$ cat src/rtl/ext_irq_edge_unit.sv
module ext_irq_edge_unit #(
  parameter int N_IN = 16,
  parameter int N_LO = 4,
  parameter int AW   = 3
) (
  input  logic            clk,
  input  logic            rst_n,
  input  logic [N_IN-1:0] irq_pin,
  input  logic            reg_wr,
  input  logic [AW-1:0]   reg_addr,
  input  logic [N_IN-1:0] reg_wdata,
  output logic [N_IN-1:0] reg_rdata,
  input  logic [N_LO-1:0] dma_ack,
  output logic [N_LO-1:0] irq_req_lo,
  output logic [N_LO-1:0] dma_req,
  output logic            irq_req_hi,
  output logic            ovr_any
);
  localparam int N_HI = N_IN - N_LO;

  logic [N_IN-1:0] sync1, sync2, prev;
  logic [N_IN-1:0] flags, ovr, rise_en, fall_en, req_en;
  logic [N_LO-1:0] dma_sel;
  logic [N_IN-1:0] hit, flag_clr, ovr_clr, active;

  assign hit = (sync2 & ~prev & rise_en) | (~sync2 & prev & fall_en);
  assign flag_clr = ((reg_wr && reg_addr == AW'(0)) ? reg_wdata : '0)
                  | {{N_HI{1'b0}}, dma_ack & dma_sel};
  assign ovr_clr  = (reg_wr && reg_addr == AW'(1)) ? reg_wdata : '0;

  always_ff @(posedge clk or negedge rst_n) begin
    if (!rst_n) begin
      sync1 <= '0; sync2 <= '0; prev <= '0;
      flags <= '0; ovr <= '0;
      rise_en <= '0; fall_en <= '0; req_en <= '0; dma_sel <= '0;
    end else begin
      sync1 <= irq_pin;
      sync2 <= sync1;
      prev  <= sync2;
      flags <= (flags & ~flag_clr) | hit;
      ovr   <= (ovr & ~ovr_clr) | (hit & flags);
      if (reg_wr) begin
        case (reg_addr)
          AW'(2): rise_en <= reg_wdata;
          AW'(3): fall_en <= reg_wdata;
          AW'(4): req_en  <= reg_wdata;
          AW'(5): dma_sel <= reg_wdata[N_LO-1:0];
          default: ;
        endcase
      end
    end
  end

  always_comb begin
    case (reg_addr)
      AW'(0):  reg_rdata = flags;
      AW'(1):  reg_rdata = ovr;
      AW'(2):  reg_rdata = rise_en;
      AW'(3):  reg_rdata = fall_en;
      AW'(4):  reg_rdata = req_en;
      AW'(5):  reg_rdata = {{N_HI{1'b0}}, dma_sel};
      default: reg_rdata = '0;
    endcase
  end

  assign active     = flags & req_en;
  assign irq_req_lo = active[N_LO-1:0] & ~dma_sel;
  assign dma_req    = active[N_LO-1:0] & dma_sel;
  assign irq_req_hi = |active[N_IN-1:N_LO];
  assign ovr_any    = |ovr;

  // New flag bits only where the synchronized sample changed a cycle earlier
  assert_flag_needs_edge_R3: assert property (@(posedge clk) disable iff (!rst_n)
    1'b1 |=> ((flags & ~$past(flags) & ~($past(sync2) ^ $past(prev))) == '0));

  // A set flag survives any cycle with no clear request
  assert_flag_sticky_R5: assert property (@(posedge clk) disable iff (!rst_n)
    1'b1 |=> ((($past(flags) & ~$past(flag_clr)) & ~flags) == '0));

  // Overrun only appears on a pin whose flag was already set
  assert_ovr_needs_flag_R6: assert property (@(posedge clk) disable iff (!rst_n)
    1'b1 |=> ((ovr & ~$past(ovr) & ~$past(flags)) == '0));

  assert_req_exclusive_R8: assert property (@(posedge clk) disable iff (!rst_n)
    (irq_req_lo & dma_req) == '0);

  assert_req_gated_R9: assert property (@(posedge clk) disable iff (!rst_n)
    ((irq_req_lo | dma_req) & ~req_en[N_LO-1:0]) == '0);

  // An acknowledged DMA request is gone next cycle unless a fresh edge re-set it
  assert_ack_clears_R10: assert property (@(posedge clk) disable iff (!rst_n)
    (|(dma_ack & dma_req & ~hit[N_LO-1:0])) |=> ((dma_req & $past(dma_ack & dma_req & ~hit[N_LO-1:0])) == '0));
endmodule

$ cat config.mk
export PLATFORM = sky130hd
export DESIGN_NAME = ext_irq_edge_unit
export DESIGN_NICKNAME = d
export VERILOG_FILES = /design/src/rtl/ext_irq_edge_unit.sv
export SDC_FILE = /design/constraint.sdc
export NUM_CORES = 1
export LEC_CHECK = 0
export BUFFER_PORTS_ARGS = -buffer_cell sky130_fd_sc_hd__buf_2
export CAP_MARGIN = 20
export CORE_ASPECT_RATIO = 1.75
export CORE_MARGIN = 1.5
export CORE_UTILIZATION = 40
export CTS_BUF_LIST = sky130_fd_sc_hd__clkbuf_4
export CTS_CLUSTER_SIZE = 28
export DETAILED_ROUTE_END_ITERATION = 10
export PLACE_DENSITY_LB_ADDON = 0.12
export SLEW_MARGIN = 20
export SYNTH_ARGS = -nofsm -noshare
export SYNTH_HDL_FRONTEND = slang
export SYNTH_SLANG_ARGS = --single-unit
$ cat constraint.sdc
create_clock -name clk -period 1.7 [get_ports clk]
set_clock_uncertainty 0.2 [all_clocks]
set_input_delay 0.085 -clock clk [delete_from_list [all_inputs] [get_ports clk]]
set_output_delay 0.085 -clock clk [all_outputs]
set_load 0.05 [all_outputs]
======== Yosys cells after proc, flatten, opt, wreduce, memory -nomap -nowiden ========
Index checks and enable logic that the tools add are counted.
storage, ports and cells
  input port bits ......................... 42
  bits in registers ....................... 132
  word-level logic and storage cells ...... 46
operators by class
  equality and inequality tests ........... 5
  bitwise operators ....................... 20
  mux-type cells .......................... 3
  reductions and logical operators ........ 9
operators by type and width
  kind                                                  count
  bitwise AND 16 bit                                    8
  one-hot mux 16 bit (6 select lines)                   1
  NOT 16 bit                                            4
  bitwise OR 16 bit                                     3
  2-to-1 mux 16 bit                                     2
  bitwise OR 16 x 4 -> 16 bit                           1
  OR reduction 16 bit                                   1
  bitwise AND 4 bit                                     3
  OR reduction 12 bit                                   1
  AND reduction 2 bit                                   4
  equality test 3 x 2 -> 1 bit (second input constant)  2
  equality test 3 bit (second input constant)           2
  NOT 4 bit                                             1
  equality test 3 x 1 -> 1 bit (second input constant)  1
  logical NOT 3 bit                                     1
  logical AND 1 bit                                     2

======== Depth between registers and ports, before layout ========
  word-level depth ........................ 7
  mapped depth ............................ 5

======== Least setup slack after synthesis ========
OpenSTA, ideal clock, no wires.
  kind .................................... input port to output port
  from .................................... input reg_addr[2]
  to ...................................... output reg_rdata[1]
  path buffers ............................ 3
  path slack .............................. -320 ps
  cell stages on the path ................. 4
  arrival time ............................ 1735 ps
  path through ............................ buf_2 > buf_2 > clkbuf_1 > o21ai_0
on the way
  cells in the longest elaborated chain, start to end .. 2
  elaborated cells on any way between the ends .. 7
  classes of those cells .................. 5 x eq/ne; 1 x mux; 1 x reduce/logical
RTL lines
  item                                         line  text
  start, declared                              10    input logic [AW-1:0] reg_addr,
  equality test 3 bit (tied with other cells)  55    case (reg_addr)
  one-hot mux 16 bit (6 select lines) *        55
  end, declared                                12    output logic [N_IN-1:0] reg_rdata,
Mark *: on every way between the ends. The rest lies on a longest branch, timed or not.

======== Final worst setup path ========
  from .................................... register flags[5]
  to ...................................... output irq_req_hi
on the way
  cells in the longest elaborated chain, start to end .. 2
RTL lines
  item                    line  text
  start, declared         22    logic [N_IN-1:0] flags, ovr, rise_en, fall_en, req_en;
  start signal, assigned  40    flags <= (flags & ~flag_clr) | hit;
  bitwise AND 16 bit      66    assign active = flags & req_en;
  OR reduction 12 bit     69    assign irq_req_hi = |active[N_IN-1:N_LO];
  end, declared           16    output logic irq_req_hi,
Every way passes these cells.

==> impl_metrics.py <==
metrics = {
    "outcome": {
        "status": "finished, violations left",
        "failed_checks": "negative setup slack",
    },
    "global_routing": {
        "grt_pass1_wl_mm": 24.5,
        "grt_pass1_vias": 4592,
        "grt_max_degree": 48,
        "grt_remaining_overflow": 0,
        "antenna_found_initial": 1,
        "track_usage_pct": 21.5,
    },
    "drt": {
        "num_vias": 4408,
        "vias_per_cell": 5.23,
        "ant_nets": 0,
        "drtIter0Drc": 178,
        "drc": 0,
        "dr.pass1.iters": 4,
        "avgRoutedWirePerCell_um": 18.2,
        "drt-total-wl_mm": 15.3,
    },
    "power_and_ir_drop": {
        "powerDensity_nw_per_um2": 1080,
        "p_leak_nw": 3.71,
        "ir_drop_v": 0.000634,
    },
    "worst_setup_path": {
        "crit_required_ps": 1410,
        "cp-end-kind": "output port",
        "start_kind": "flop",
        "worstPathArrival_ps": 1760,
        "crit_type": "flop to output port",
        "worstPathMaxFanout": 3,
    },
    "synth": {
        "synth_warnings": 0,
        "syn_inst": 443,
        "ys.flop_type": "dfrtp_1",
        "syn-num-nets": 485,
        "synth_edf_count": 0,
        "synth_cell_type_count": 41,
        "netlist_area_um2": 5750,
        "async_reset_ff_share_pct": 100,
        "synth.avg_cell_area_um2": 13.0,
        "ys_seq_area_share_pct": 57.4,
        "yosys_register_bits": 132,
    },
    "clock_tree": {
        "clock_path_buffers": 2,
        "htreeDepth": 4,
        "cts-root-buf": "clkbuf_4",
        "cts_made_buffers": 17,
        "cts_tree": "done",
        "insertion_delay_ps": 520,
        "clk_pin_slew_worst_paths_ps": 110,
        "cts.sinks": 132,
    },
    "floorplan": {
        "num_io_pins": 68,
        "die_area_um2": 15100,
        "fp.dieW_um": 93.7,
        "core-area_um2": 14000,
        "initial_core_util_pct": 41.2,
        "fp-row-count": 57,
        "die_y_um": 162,
    },
    "sta": {
        "fin_ws_ps": -345,
        "whs_ps": 158,
        "setup_viol": 19,
        "slew_violations": 0,
        "relSlewSlack_pct": 41.7,
        "hold_violations": 0,
        "fin_crit_ps": 2050,
        "finalSetupTns_ps": -3590,
        "rsz0062_at_grt": "yes",
        "fmax_mhz": 489,
        "timing.final.crit_share_pct": 120,
        "worst_pin_slew_ps": 875,
    },
    "layout": {
        "drive_gt1_share_pct": 45.0,
        "layout.nets": 694,
        "area_delta_synth_final_pct": 43.4,
        "design_area_um2": 8250,
    },
    "place": {
        "dp_hpwl_mm": 10.2,
        "gp_congestion": 0.836,
        "port_buffers": 67,
        "place_area_um2": 6580,
    },
    "job": {
        "maxCapViolCount": 0,
    },
    "min_path": {
        "worstHoldPathType": "flop to flop",
    },
}
cells in the mapped netlist, types with 6 or more instances:
master	count	area, um^2
dfrtp_1	132	3300
buf_6	6	67.6
a22oi_1	9	67.6
mux2_4	30	450
buf_2	8	40.0
o21ai_0	23	115
o22ai_1	7	43.8
mux2_2	35	394
a22o_1	19	166
nand2_1	56	210
mux2i_1	12	120
and3_1	6	37.5
a21o_1	12	90.1
a21oi_1	12	60.1
nand3b_1	16	120
nor3b_1	7	52.6
area by class of cell:
cell class,instances,area (um^2)
sequential,132,3310
tap,177,221
antenna,1,2.50
inverter,1,3.75
timing repair buffer,211,1890
clock buffer,18,135
clock inverter,14,136
fill,1211,5730
multi-input combinational,289,2550
stage by stage:
stage | instances | setup WS, ps | total power, W | util (%)
after CTS | 827 | -365 | 0.00864 | 57.0
after global routing | 843 | -426 | 0.00933 | 59.0
after floorplan | 443 | -320 | 0.00529 | -
after detailed placement | 708 | -108 | 0.00598 | 47.1
after global placement | 708 | -74.7 | 0.00593 | 47.1
final | 843 | -345 | 0.00888 | 59.0
per-layer routing:
layer | share of wire [%] | up-vias | global-route usage [%] | wire length (um)
met5 | 0 | - | 0 | 0
met4 | 1.2 | 0 | 7.39 | 181
met3 | 3.6 | 12 | 4.35 | 551
met2 | 53 | 100 | 36.5 | 8100
met1 | 42 | 2245 | 27.0 | 6500
li1 | - | 2051 | - | -
report_power, final:
group          leakage, nW  internal, W  switching [W]
logic                 2.08      0.00153        0.00121
clock network        0.133     0.000872        0.00117
registers             1.50      0.00363       0.000466
total                 3.71      0.00603        0.00284
kinds of logic after synthesis:
family / Yosys count / synth area share (%)
flops: 132 / 57.4
simple gates: 112 / 10.9
compound gates: 100 / 12.1
mux: 77 / 16.8
buf+inv: 22 / 2.81
state kept, by name, summed over array words and instances (netlist names):
name,count
sync1,16
prev,16
sync2,16
req_en,16
dma_sel,4
fall_en,16
ovr,16
rise_en,16
flags,16
cell usage in the layout (no fill, tap or decap), types with 5 or more instances in the layout:
cell	n
nand3b_1	16
clkinvlp_4	5
buf_12	9
buf_6	30
buf_4	69
a22o_1	19
dfrtp_1	128
a21oi_2	9
a21o_1	12
mux2_2	26
dlygate4sd3_1	58
o21ai_0	18
a22oi_1	7
clkbuf_4	18
mux2_4	39
buf_2	40
nand2_1	52
mux2i_1	12
nor3b_2	5
what timing repair did:
item,in CTS,in global routing
hold buffers,58,2
resized for setup,84,44
gates cloned,0,0
pin swaps,21,8
hold endpoints to repair,232,29
endpoints found under the setup margin,24,33
setup buffers,30,15
worst paths after layout:
check                                  startpoint                endpoint  slack, ps  cells after the start
setup / recovery               flags[5]$_DFF_PN0_              irq_req_hi       -350                      4
hold / removal                sync1[12]$_DFF_PN0_     sync2[12]$_DFF_PN0_        160                      0
setup reg to reg           fall_en[5]$_DFFE_PN0P_  fall_en[5]$_DFFE_PN0P_         70                      3
hold reg to reg               sync1[12]$_DFF_PN0_     sync2[12]$_DFF_PN0_        160                      0
max in group asynchronous                   rst_n        ovr[3]$_DFF_PN0_        220                      4
min in group asynchronous                   rst_n  req_en[13]$_DFFE_PN0P_        180                      3
worst max-delay path: stages (launching register included):
cell,delay [ps]
dfrtp_1,440
a22o_1,260
a221oi_2,220
nand3_1,150
buf_6,180
Note: power is estimated with default switching activity, not from simulation.
